==> src/rtl/ldm_stm_seq.sv <==
module ldm_stm_seq #(
  parameter int DW          = 32,
  parameter int AW          = 32,
  parameter int STEP_CYC    = 2,
  parameter int LAST_LD_CYC = 3
) (
  input  logic          clk,
  input  logic          rst_n,
  input  logic          start,
  input  logic [7:0]    op,
  input  logic [7:0]    mask,
  input  logic [AW-1:0] sp_in,
  output logic [3:0]    reg_rd_idx,
  input  logic [DW-1:0] reg_rd_data,
  output logic          mem_req,
  output logic          mem_we,
  output logic [AW-1:0] mem_addr,
  output logic [DW-1:0] mem_wdata,
  input  logic [DW-1:0] mem_rdata,
  output logic          wb_en,
  output logic [3:0]    wb_idx,
  output logic [DW-1:0] wb_data,
  output logic [AW-1:0] sp_out,
  output logic          done
);
  localparam int MAXC = (STEP_CYC > LAST_LD_CYC) ? STEP_CYC : LAST_LD_CYC;
  localparam int CW   = $clog2(MAXC + 1);
  localparam logic [AW-1:0] WSTEP = AW'(4);

  function automatic int popcnt(input logic [7:0] v);
    int c = 0;
    for (int i = 0; i < 8; i++) c += int'(v[i]);
    return c;
  endfunction

  logic          busy, is_ld, bank;
  logic [7:0]    rem;
  logic [CW-1:0] cyc;
  logic [AW-1:0] sp_cur, sp_start, sp_fin;
  logic [2:0]    lo_i, hi_i, sel;
  logic [3:0]    idx;
  logic          op_ok, accept, single, slot_end;
  int            slot_len;

  assign op_ok  = (op[7:2] == 6'b100011);
  assign accept = start & ~busy & op_ok;

  always_comb begin
    lo_i = '0;
    for (int i = 7; i >= 0; i--) if (rem[i]) lo_i = 3'(i);
    hi_i = '0;
    for (int i = 0; i < 8; i++) if (rem[i]) hi_i = 3'(i);
  end

  assign sel      = is_ld ? lo_i : hi_i;
  assign idx      = {bank, sel};
  assign single   = ((rem & (rem - 8'd1)) == 8'd0);
  assign slot_len = (is_ld && single) ? LAST_LD_CYC : STEP_CYC;
  assign slot_end = busy && (cyc == CW'(slot_len - 1));

  assign mem_req    = busy && (cyc == '0);
  assign mem_we     = mem_req & ~is_ld;
  assign mem_addr   = is_ld ? sp_cur : sp_cur - WSTEP;
  assign reg_rd_idx = idx;
  assign mem_wdata  = (idx == 4'hF) ? DW'(sp_start) : reg_rd_data;
  assign wb_en      = mem_req & is_ld & (idx != 4'hF);
  assign wb_idx     = idx;
  assign wb_data    = mem_rdata;
  assign done       = (accept && mask == 8'd0) || (slot_end && single);
  assign sp_out     = busy ? sp_fin : sp_in;

  always_ff @(posedge clk) begin
    if (!rst_n) begin
      busy     <= 1'b0;
      is_ld    <= 1'b0;
      bank     <= 1'b0;
      rem      <= '0;
      cyc      <= '0;
      sp_cur   <= '0;
      sp_start <= '0;
      sp_fin   <= '0;
    end else if (accept) begin
      if (mask != 8'd0) begin
        busy     <= 1'b1;
        is_ld    <= ~op[1];
        bank     <= op[0];
        rem      <= mask;
        cyc      <= '0;
        sp_cur   <= sp_in;
        sp_start <= sp_in;
        sp_fin   <= op[1] ? sp_in - AW'(4 * popcnt(mask))
                          : sp_in + AW'(4 * popcnt(mask));
      end
    end else if (busy) begin
      if (slot_end) begin
        rem[sel] <= 1'b0;
        cyc      <= '0;
        sp_cur   <= is_ld ? sp_cur + WSTEP : sp_cur - WSTEP;
        if (single) busy <= 1'b0;
      end else begin
        cyc <= cyc + CW'(1);
      end
    end
  end

  int         chk_cnt, chk_n;
  logic [3:0] last_idx;
  logic       have_last;

  always_ff @(posedge clk) begin
    if (!rst_n) begin
      chk_cnt   <= 0;
      chk_n     <= 0;
      last_idx  <= '0;
      have_last <= 1'b0;
    end else begin
      if (accept) begin
        chk_cnt   <= 1;
        chk_n     <= popcnt(mask);
        have_last <= 1'b0;
      end else begin
        if (busy) chk_cnt <= chk_cnt + 1;
        if (mem_req) begin
          last_idx  <= idx;
          have_last <= 1'b1;
        end
      end
    end
  end

  a_r4_r5_cycle_count: assert property (@(posedge clk) disable iff (!rst_n)
    (done && busy) |-> (chk_cnt == (is_ld ? STEP_CYC * (chk_n - 1) + LAST_LD_CYC
                                          : STEP_CYC * chk_n)));

  a_r2_ascending: assert property (@(posedge clk) disable iff (!rst_n)
    (mem_req && is_ld && have_last) |-> (idx > last_idx));

  a_r3_descending: assert property (@(posedge clk) disable iff (!rst_n)
    (mem_req && !is_ld && have_last) |-> (idx < last_idx));

  a_r7_empty_no_access: assert property (@(posedge clk) disable iff (!rst_n)
    (accept && mask == 8'd0) |=> !mem_req);

  a_r8_no_r15_writeback: assert property (@(posedge clk) disable iff (!rst_n)
    wb_en |-> (wb_idx != 4'hF && !mem_we));

  a_r1_bad_opcode_ignored: assert property (@(posedge clk) disable iff (!rst_n)
    (start && !busy && !op_ok) |=> !mem_req);
endmodule

==> config.mk <==
export PLATFORM = sky130hd
export DESIGN_NAME = ldm_stm_seq
export DESIGN_NICKNAME = d
export VERILOG_FILES = /design/src/rtl/ldm_stm_seq.sv
export SDC_FILE = /design/constraint.sdc
export NUM_CORES = 1
export LEC_CHECK = 0
export ABC_AREA = 1
export BUFFER_PORTS_ARGS = -buffer_cell sky130_fd_sc_hd__buf_2
export CAP_MARGIN = 40
export CORE_MARGIN = 2
export CORE_UTILIZATION = 50
export CTS_BUF_LIST = sky130_fd_sc_hd__clkbuf_8
export DETAILED_ROUTE_END_ITERATION = 7
export PLACE_DENSITY = 0.89
export SYNTH_ARGS = -nofsm -noshare
export SYNTH_HDL_FRONTEND = slang
export SYNTH_SLANG_ARGS = --single-unit
==> constraint.sdc <==
create_clock -name clk -period 4.6 [get_ports clk]
set_input_delay 0.23 -clock clk [delete_from_list [all_inputs] [get_ports clk]]
set_output_delay 0.23 -clock clk [all_outputs]
set_load 0.1 [all_outputs]
After elaboration in Yosys (flattened, before gate mapping)
Cells that the tools add are included.
{"block": "word_totals", "out_inout_bits": 140, "word_cells": 97, "in_bits": 115, "ff_bits": 109}
{"block": "classes", "eq_ne": 5, "mux": 41, "n_bitwise": 11, "n_addsub": 14, "order_cmp": 2, "reduce_logical": 16}
{"operator": "32-bit 2-to-1 mux", "count": 9}
{"operator": "3-bit 2-to-1 mux", "count": 15}
{"operator": "32-bit by 3-bit adder with 32-bit output (second input constant)", "count": 1}
{"operator": "32-bit adder", "count": 1}
{"operator": "8-bit 2-to-1 mux", "count": 4}
{"operator": "32-bit by 3-bit subtractor with 32-bit output (second input constant)", "count": 1}
{"operator": "32-bit subtractor", "count": 1}
{"operator": "8-bit bitwise AND", "count": 2}
{"operator": "8-bit zero test", "count": 2}
{"operator": "7-bit by 1-bit adder with 8-bit output", "count": 1}
{"operator": "1-bit 2-to-1 mux", "count": 8}
{"operator": "2-bit 2-to-1 mux", "count": 4}
{"operator": "8-bit inverter", "count": 1}
{"operator": "8-bit nonzero test", "count": 1}
{"operator": "8-bit by 1-bit subtractor with 8-bit output (second input constant)", "count": 1}
{"operator": "6-bit by 1-bit adder with 7-bit output", "count": 1}
{"operator": "5-bit by 1-bit adder with 6-bit output", "count": 1}
{"operator": "6-bit equality test (second input constant)", "count": 1}
{"operator": "1-bit logical AND", "count": 6}
{"operator": "4-bit by 1-bit adder with 5-bit output", "count": 1}
{"operator": "1-bit bitwise AND", "count": 5}
{"operator": "3-bit by 1-bit adder with 4-bit output", "count": 1}
{"operator": "4-bit equality test (second input constant)", "count": 1}
{"operator": "3-bit by 4-bit less-than comparator with 1-bit output (second input constant)", "count": 1}
{"operator": "15 further kinds", "count": 19}

Longest topological paths before layout
Gate-level depths: netlist (run 1).
{"block": "logic_depth", "ltp_word": 18, "ltp_mapped": 26, "mapped_depth_nobuf": 26}

Worst setup path before layout (run 1)
No wires, ideal clock.
{"block": "synth_path", "kind": "input port to flip-flop", "startpoint": "in mask[0]", "endpoint": "reg sp_fin[28]", "arrival_time_ns": 4.391, "path_buffers": 0, "path_stages": 20, "setup_slack_ns": 0.100, "setup_ns": 0.109, "required_time_ns": 4.491, "cell_sequence": "inv_1 -> fa_1 -> fa_1 -> fa_1 -> inv_1 -> ha_1 -> inv_1 -> fa_1 -> ha_1 -> o21ai_0 -> inv_1 -> fa_1 -> o21ai_1 -> a21oi_1 -> o21bai_1 -> nand2_1 -> nand3_1 -> nand3_1 -> nand2_1 -> inv_1"}
{"block": "synth_between", "elab_chain_cells": 9, "elab_cells_between_ends": 12, "cone_classes": "add/sub (9); mux (1); reduce/logical (2)"}
{"element": "from (decl)", "line": "11", "text": "input logic [7:0] mask,"}
{"element": "1-bit by 1-bit adder with 2-bit output"}
{"element": "2-bit by 1-bit adder with 3-bit output"}
{"element": "3-bit by 1-bit adder with 4-bit output"}
{"element": "4-bit by 1-bit adder with 5-bit output"}
{"element": "5-bit by 1-bit adder with 6-bit output"}
{"element": "6-bit by 1-bit adder with 7-bit output"}
{"element": "7-bit by 1-bit adder with 8-bit output"}
{"element": "32-bit adder or 32-bit subtractor (tied branches)", "line": "92, 91"}
{"element": "32-bit 2-to-1 mux", "line": "91", "text": "sp_fin <= op[1] ? sp_in - AW'(4 * popcnt(mask))"}
{"element": "to (signal assigned)", "line": "91"}
{"element": "to (decl)", "line": "39", "text": "logic [AW-1:0] sp_cur, sp_start, sp_fin;"}
Parallel ways exist; a longest one is shown, timed or not.
A chain may end at the register's enable or synchronous reset.

Final worst setup path (run 1)
Ends and elaborated chain as after synthesis.

==> run_results.csv, run 1 <==
group,metric,value,unit
status,status,"complete, no violations",
route,vias,12100,
critical_path,startpoint_type,"input pin",
clocking,cts_tree,"yes",
critical_path,cp_num_buf_inv,7,
grt,grt-ovfl-total,0,
floorplan,fp.dieW,145,microns
grt,antenna_found_initial,0,
placed_design,port_buffers,190,
logic_synthesis,synth_edf_count,0,
clocking,cts-root-buf,"clkbuf_8",
placed_design,dp_hpwl,27.1,mm
sta,fin_crit_sh,96.7,%
grt,grt_max_degree,66,
grt,grt_pass1_wl,55.2,mm
grt,first_global_vias,11000,
logic_synthesis,synth_nets,1901,
logic_synthesis,async_flop_share,0,%
cells_and_area,stdcell_count,2181,
route,wl,35.4,mm
critical_path,crit_type,"in -> reg",
route,drt_iter0_markers,1214,
critical_path,crit_path_end_kind,"flop",
power,p_per_area,311,mW/mm^2
sta,worstMarginPinSlew,0.818,ns
grt,use_met2,53.6,%
power,p_total,3590,uW
route,vias_per_cell,5.55,
grt,globalRouteMet1Util,44.7,%
critical_path,path_common_cell,"nand2_1",
floorplan,fp.dieH,145,microns
power,p_leak,0.00566,uW
sta,setup_viol,0,
clocking,cts_made_buffers,9,
route,ant_nets,0,
floorplan,core,0.0195,sq mm
logic_synthesis,yosysWarnings,0,
clocking,htreeDepth,3,
logic_synthesis,ys.flop_type,"dfxtp_1",
cells_and_area,area_growth,16.4,%
route,drtPass1Iterations,6,
grt,met3_usage,5.03,%
clocking,clk_latency,0.42,ns
critical_path,cp.arrival,4.76,ns
sta,hold_violations,0,
placed_design,dp_cells,2164,
cells_and_area,fin_util,59.3,%
critical_path,slowest_stage,"fa_1",
critical_path,worstReg2RegStart,"busy",
logic_synthesis,synth_area,0.00991,sq mm
power,ir_worst_vdd,0.197,mV
logic_synthesis,synthCells,1741,
sta,layout_setup_ws,0.153,ns
critical_path,worstSetupStartpoint,"mask[0]",
sta,fin_hold_ws,0.0939,ns
sta,finalClockSkew,0.0156,ns
floorplan,rows,51,
sta,rsz0062_at_grt,"yes",
clocking,clkSlewWorstSetupHoldPaths,0.12,ns
clocking,cts_sinks,107,
sta,maxSlewViolCount,0,
floorplan,die_area,0.0210,sq mm
logic_synthesis,ys_types,42,
logic_synthesis,synth_area_per_cell,5.69,sq um
job,maxCapViolations,0,
route,drc,0,
logic_synthesis,ys_ff_latch,107,
placed_design,post-place-ws,-0.377,ns
critical_path,crit_required,4.92,ns
placed_design,gp_congestion,0.991,
sta,max-slew-margin-rel,45.3,%
critical_path,cpLargestDelayFamily,"adder cells",
route,wire_per_inst,16.2,microns
critical_path,cpPeakStageDelay,0.58,ns
min_path,hold_start,"mask[5]",
grt,grt.busiest_layer,"met2",
cells_and_area,num_antenna_cells,0,
cells_and_area,drive_above_1_share,19.2,%
grt,grtUsageTotal,33.5,%
clocking,cts_max_path_buffers,2,
logic_synthesis,ys_seq_area_share,21.6,%
sta,fin_crit,4.45,ns
clocking,cts_hold_buf,0,
critical_path,cp_max_fo,6,
floorplan,ioPinCount,255,
sta,max_clock_freq,225,MHz
floorplan,start_util,50.9,%
cells_and_area,fin_nets,2071,
min_path,min_path_type,"in -> reg",
final cells by class:
class                   instances  area [sq um]
fillers                      1913          7930
multi-input cells            1335          6540
flip-flops and latches        107          2140
repair buffers                272          1600
inverters                     186           701
well taps                     265           332
clock buffers                  11           151
clock inverters                 5          67.6
metrics by stage:
stage | setup TNS (ns) | instance area [sq um]
floorplan | 0 | 9910
global placement | -2.38 | 11100
detailed placement | -5.80 | 11200
CTS | 0 | 11400
global route | -0.0349 | 11500
finish | 0 | 11500
sequential cells by signal (all words and copies together), names as in the netlist:
name and cells:
sp_cur 32, sp_start 32, sp_fin 30, rem 8
cyc 2, bank 1, busy 1, is_ld 1
final timing paths:
check | endpoint | depth (start not counted) | slack (ns)
setup / recovery | sp_fin[28] | 25 | 0.15
hold reg to reg | sp_cur[1] | 2 | 0.47
hold / removal | rem[5] | 3 | 0.09
setup reg to reg | bank | 7 | 1.73
cells in the final DEF, fill, tap and decap left out, types with 4 or more instances in the layout:
cell type  Yosys  final
a211oi_1       8      8
a21o_1         5      5
a21oi_1      102     93
a21oi_2       13     22
buf_2         28    190
buf_4         43     80
clkbuf_8       0     11
dfxtp_1      107    106
ha_1          40     33
ha_4           0      4
inv_1        178    178
inv_2          5      5
nand2_1      514    509
nand2_2        8     13
nand3_1      102    102
nand4_1       16     16
nor2_1       254    244
nor2_2         4     13
nor2_4         4      5
nor3_1        14     14
o21ai_0      182    174
o21ai_1       17     23
xnor2_1        5      5
xor2_1        21     21
cell usage after synthesis (16+ instances only):
master | count | share of area [%]
nand2_1 | 514 | 19
nor2_1 | 254 | 9.6
o21ai_0 | 182 | 9.2
inv_1 | 178 | 6.7
dfxtp_1 | 107 | 22
a21oi_1 | 102 | 5.2
nand3_1 | 102 | 5.2
buf_4 | 43 | 3.3
ha_1 | 40 | 5.1
clkbuf_1 | 32 | 1.2
buf_2 | 28 | 1.4
xor2_1 | 21 | 1.9
o21ai_1 | 17 | 0.86
nand4_1 | 16 | 1.0
metal layers:
metal,vias up,part of all wire [%]
met5,-,0
met4,0,4.2
met3,99,8.6
met2,613,45
met1,5517,42
li1,5870,-
repair_timing:
action                                  in CTS  in global routing
endpoints found under the setup margin       0                 22
buffers inserted                             0                  1
gates resized for setup                      0                 46
cell families after synthesis:
| logic type | share of synthesized area [%] |
|---|---|
| AO/OA/AOI/OAI | 18.1 |
| XOR/XNOR | 2.30 |
| adder cells (fa/ha/maj) | 6.06 |
| buffers and inverters | 13.8 |
| flip-flops | 21.6 |
| AND/OR/NAND/NOR | 38.1 |
power breakdown:
part / internal, uW / switching (uW) / total (uW)
logic: 659 / 1310 / 1970
registers: 933 / 7.38 / 940
clock network: 291 / 390 / 681
worst reg2reg max path: stages (launching register included):
cell	delay, ns
dfxtp_2	0.35
buf_4	0.30
inv_1	0.49
nand3_1	0.14
nor4_1	0.38
nand2_1	0.62
o21ai_0	0.40
a21oi_1	0.06
Note: power is estimated with default switching activity, not from simulation.
==> run 2: changes to the inputs <==
- CORE_UTILIZATION: 50 -> 47
- PLACE_DENSITY: 0.89 -> 0.86
==> run 2 against run 1 <==
Register-to-register slack improved by 0.49 ns. Critical path type unchanged. Critical endpoint unchanged. Count of clock-buffer cells in the layout down 1. Cell count grew 0.69%.
==> run_results.csv, run 2 (same netlist as run 1, synthesis figures left out) <==
group,metric,value,unit
status,status,"complete, no violations",
clocking,cts_tree,"yes",
min_path,min_path_type,"in -> reg",
route,vias,11800,
floorplan,rows,53,
grt,antenna_found_initial,0,
power,comb_power_share,54.6,%
sta,setup_tns,0,ns
power,pwr-share-seq,26.8,%
floorplan,core,0.0208,sq mm
power,p_leak,0.00568,uW
route,drc,0,
sta,hold_violations,0,
critical_path,cp_num_buf_inv,6,
critical_path,crit_type,"in -> reg",
clocking,htreeDepth,3,
cells_and_area,layout_commonest_cell,"nand2_1",
power,p_per_area,305,mW/mm^2
power,ir_worst_vdd,0.184,mV
job,maxCapViolations,0,
cells_and_area,num_antenna_cells,0,
cells_and_area,seq_area,0.00214,sq mm
sta,layout_setup_ws,0.169,ns
sta,maxSlewViolCount,0,
cells_and_area,biggestRegsByFlops,"sp_cur: 32 flops, sp_start: 32 flops, sp_fin: 30 flops",
grt,first_global_vias,10800,
cells_and_area,area_growth,16.0,%
power,p_switching,1650,uW
clocking,cts-root-buf,"clkbuf_8",
placed_design,gp_congestion,1.00,
sta,max_clock_freq,226,MHz
floorplan,fp.dieH,149,microns
clocking,clk_latency,0.41,ns
power,p_sw_share,47.1,%
route,drt_iter0_markers,1054,
critical_path,cpPeakStageDelay,0.57,ns
clocking,cts_max_path_buffers,2,
floorplan,fp.dieW,149,microns
sta,finalClockSkew,0.0111,ns
route,ant_nets,0,
critical_path,ff2ff_setup_slack,2.22,ns
critical_path,crit_path_cell_trace,"buf_2 > inv_1 > fa_1 > fa_1 > fa_1 > inv_1 > ha_1 > inv_1 > fa_1 > xor2_1 > nand2_1 > nor2_2 > ha_1 > or2_4 > ha_2 > nand2_1 > nor2_1 > inv_1 > o21bai_1 > nand2_1 > nand3_1 > nand3_1 > nand2_1 > inv_1",
critical_path,crit_path_end_kind,"flop",
route,drtPass1Iterations,5,
cells_and_area,drive_above_1_share,18.4,%
clocking,cts_sinks,107,
floorplan,ioPinCount,255,
sta,max-slew-margin-rel,42.1,%
grt,grt_pass1_wl,53.6,mm
power,p_int,1850,uW
sta,fin_crit_sh,96.3,%
sta,rsz0062_at_grt,"yes",
cells_and_area,fillers,2140,
critical_path,cp_max_fo,5,
cells_and_area,fin_nets,2076,
critical_path,startpoint_type,"input pin",
cells_and_area,multiInputGateArea,0.00647,sq mm
placed_design,port_buffers,190,
sta,worstMarginPinSlew,0.863,ns
grt,grtUsageTotal,30.3,%
grt,grt_max_degree,66,
clocking,cts_made_buffers,9,
critical_path,crit_required,4.92,ns
critical_path,cpLargestDelayFamily,"adder cells",
critical_path,path_common_cell,"inv_1",
critical_path,cp.arrival,4.75,ns
route,vias_per_cell,5.38,
placed_design,post-place-ws,-0.483,ns
cells_and_area,layout_common_cells,"nand2_1, nor2_1, buf_2",
clocking,clkSlewWorstSetupHoldPaths,0.11,ns
sta,setup_viol,0,
route,wire_per_inst,15.6,microns
sta,fin_crit,4.43,ns
route,wl,34.3,mm
placed_design,dp_hpwl,26.7,mm
grt,grt-ovfl-total,0,
critical_path,slowest_stage,"fa_1",
floorplan,start_util,47.6,%
floorplan,die_area,0.0223,sq mm
power,pwr-share-clk,18.6,%
[run 2: cell count changes in the layout (fill, tap and decap cells not counted), sizes merged]
cell,previous run,this run
inv,187,188
buf,272,277
clkbuf,11,10
[run 2: area by class of cell]
cell class                      instances  share of cell area (%)
Clock inverter                          6                   0.620
Timing Repair Buffer                  277                    14.2
Tap cell                              275                    2.99
Clock buffer                           10                    1.20
Multi-Input combinational cell       1335                    56.3
Inverter                              186                    6.09
Sequential cell                       107                    18.6
[run 2: final timing paths]
check,depth (start not counted),startpoint,to
setup / recovery,24,mask[0],sp_fin[28]
setup reg to reg,6,busy,bank
hold / removal,3,sp_in[0],sp_cur[0]
hold reg to reg,2,sp_cur[1],sp_cur[1]
[run 2: stage by stage]
stage	cell area (sq um)	utilization (%)	power [uW]	hold WS, ns	std cells
after floorplan	9910	-	2300	0.373	1741
after global placement	11200	53.7	2770	0.445	2178
after detailed placement	11200	53.8	2800	0.456	2179
after CTS	11400	54.8	3440	0.0931	2195
after global routing	11500	55.2	3680	0.101	2196
final	11500	55.2	3500	0.104	2196
[run 2: per-layer routing]
layer	vias to the layer above	wire length, microns	track usage, %
met5	-	0	0
met4	0	848	10.3
met3	51	2840	3.85
met2	484	15900	50.8
met1	5401	14700	40.2
li1	5869	-	-
[run 2: worst min-delay path, cell delays in order]
cell,delay (ns)
buf_2,0.11
nand2_1,0.07
a21oi_1,0.06
[run 2: power groups by stage]
stage	logic [uW]	registers, uW	clock network (uW)
6_report	1910	940	651
5_1_grt	2050	941	690
4_1_cts	1850	940	655
3_5_place_dp	1830	961	0
3_3_place_gp	1810	961	0
2_1_floorplan	1350	957	0
[run 2: repair_timing]
item / CTS / global route
setup endpoints to repair: 1 / 15
pin swaps: 1 / 2
resized for setup: 2 / 23
buffers inserted: 0 / 1
hold buffers: 0 / 0
==> run 3: changes to the inputs <==
--- a/config.mk
+++ b/config.mk
@@ -9,4 +9,5 @@
 export BUFFER_PORTS_ARGS = -buffer_cell sky130_fd_sc_hd__buf_2
 export CAP_MARGIN = 40
+export CORE_ASPECT_RATIO = 0.7
 export CORE_MARGIN = 2
 export CORE_UTILIZATION = 47
==> constraint.sdc (replaced) <==
create_clock -name clk -period 4.6 [get_ports clk]
set_input_delay 0.23 -clock clk [delete_from_list [all_inputs] [get_ports clk]]
set_output_delay 0.23 -clock clk [all_outputs]
set_load 0.02 [all_outputs]
==> run 3 against run 2 <==
Clock power shrank 12%. Utilization grew 1.2 points. Combinational power shrank 13%. Cell count grew 0.50%. Non-clock buffer count grew 10. Die area is essentially flat. Design area grew 1.6%. Fmax is essentially flat. Sequential share of layout area shrank 0.30 points. Count of clock-buffer cells in the layout shrank 1. Critical path depth grew 1. Worst hold slack gained 0.021 ns.
==> run_results.csv, run 3 (same netlist as run 1, synthesis figures left out) <==
group,metric,value,unit
status,status,"complete, no violations",
clocking,cts-root-buf,"clkbuf_8",
critical_path,cp.arrival,4.72,ns
critical_path,cp_max_fo,5,
floorplan,fp.dieW,178,microns
cells_and_area,fin_nets,2086,
route,vias,12100,
cells_and_area,layout_common_cells,"nand2_1, nor2_1, buf_2",
route,drc,0,
route,ant_nets,0,
floorplan,ioPinCount,255,
critical_path,startpoint_type,"input pin",
clocking,cts_hold_buf,0,
grt,grt_pass1_wl,54.8,mm
floorplan,fp.dieH,125,microns
power,ir_worst_vdd,0.172,mV
grt,first_global_vias,10500,
route,drt_iter0_markers,1439,
clocking,cts_sinks,107,
critical_path,crit_path_end_kind,"flop",
cells_and_area,area_growth,18.0,%
sta,max-slew-margin-rel,35.1,%
placed_design,dp_hpwl,27.5,mm
cells_and_area,fin_util,56.5,%
route,drtPass1Iterations,6,
power,pwr-share-seq,29.6,%
power,p_sw_share,42.2,%
power,pwr-share-clk,18.1,%
floorplan,core,0.0207,sq mm
floorplan,die_area,0.0223,sq mm
power,p_per_area,272,mW/mm^2
sta,rsz0062_at_grt,"yes",
power,p_int,1840,uW
power,p_switching,1340,uW
critical_path,crit_required,4.89,ns
clocking,htreeDepth,3,
cells_and_area,fillers,2081,
critical_path,slowest_stage,"fa_1",
cells_and_area,num_antenna_cells,0,
sta,max_clock_freq,226,MHz
power,p_leak,0.00572,uW
clocking,cts_made_buffers,9,
critical_path,path_common_cell,"inv_1",
grt,grtUsageTotal,31.0,%
power,comb_power_share,52.3,%
route,vias_per_cell,5.46,
sta,finalClockSkew,0.0165,ns
cells_and_area,stdcell_count,2207,
floorplan,start_util,47.9,%
floorplan,rows,44,
sta,maxSlewViolCount,0,
grt,antenna_found_initial,0,
route,wire_per_inst,16.3,microns
clocking,clkSlewWorstSetupHoldPaths,0.12,ns
clocking,cts_max_path_buffers,2,
sta,hold_violations,0,
sta,worstMarginPinSlew,0.971,ns
cells_and_area,drive_above_1_share,20.5,%
grt,grt_max_degree,65,
route,wl,36.0,mm
placed_design,port_buffers,190,
sta,fin_crit,4.43,ns
placed_design,dp_cells,2188,
sta,setup_viol,0,
cells_and_area,layout_commonest_cell,"nand2_1",
critical_path,cpPeakStageDelay,0.55,ns
clocking,cts_tree,"yes",
critical_path,crit_type,"in -> reg",
job,maxCapViolations,0,
cells_and_area,biggestRegsByFlops,"sp_cur: 32 flops, sp_start: 32 flops, sp_fin: 30 flops",
grt,grt-ovfl-total,0,
placed_design,gp_congestion,1.10,
clocking,clk_latency,0.40,ns
min_path,min_path_type,"in -> reg",
sta,fin_crit_sh,96.3,%
run 3: cell types whose count changed in the layout (fill, tap and decap cells not counted), sizes merged:
cell / before / now
buf: 277 / 287
bufinv: 1 / 0
clkinv: 3 / 4
clkinvlp: 0 / 1
clkbuf: 10 / 9
run 3: per-layer routing:
| layer | GRT usage [%] | routed length, microns | part of all wire [%] |
|---|---|---|---|
| met5 | 0 | 0 | 0 |
| met4 | 9.21 | 937 | 2.6 |
| met3 | 6.45 | 4110 | 11 |
| met1 | 45.6 | 15900 | 44 |
| met2 | 45.1 | 15100 | 42 |
run 3: power groups by stage:
| stage | Clock (uW) | Combinational (uW) | Sequential, uW |
|---|---|---|---|
| floorplan | 0 | 884 | 957 |
| global placement | 0 | 1450 | 961 |
| detailed placement | 0 | 1470 | 961 |
| CTS | 579 | 1490 | 940 |
| global route | 614 | 1820 | 942 |
| finish | 575 | 1660 | 941 |
run 3: worst max-delay path: cells and delay by family:
family | cells | cell delay (ns)
fa+ha+maj | 7 | 2.42
simple gates | 9 | 1.20
xor+xnor | 1 | 0.18
compound gates | 1 | 0.15
buf+inv | 7 | 0.54
run 3: area by class of cell:
cell class                 count  area [sq um]  area share, %
multi-input combinational   1335          6630           56.7
sequential                   107          2140           18.3
timing repair buffer         287          1690           14.5
inverter                     186           701           6.00
tap                          276           345           2.95
clock buffer                   9           124           1.06
clock inverter                 7          51.3          0.439
run 3: metrics by stage:
stage / total power (uW) / area (sq um) / hold WS (ns) / setup TNS, ns / setup WS (ns)
detailed placement: 2430 / 11300 / 0.460 / -5.29 / -0.348
floorplan: 1840 / 9910 / 0.373 / 0 / 0.0996
global placement: 2410 / 11200 / 0.449 / -4.09 / -0.383
finish: 3180 / 11700 / 0.125 / 0 / 0.168
global route: 3370 / 11700 / 0.118 / -0.846 / -0.118
CTS: 3000 / 11400 / 0.107 / 0 / 0.0579
run 3: what timing repair did:
| item | CTS | global route |
|---|---|---|
| setup buffers | 0 | 3 |
| setup endpoints to repair | 0 | 24 |
| resized for setup | 0 | 63 |
run 3: path summary, 6_finish.rpt:
check	startpoint	endpoint	slack, ns	depth (start not counted)
hold reg to reg	cyc[1]	cyc[1]	0.48	2
setup reg to reg	busy	sp_fin[22]	1.71	7
setup / recovery	mask[0]	sp_fin[26]	0.17	25
hold / removal	mask[5]	rem[5]	0.12	3
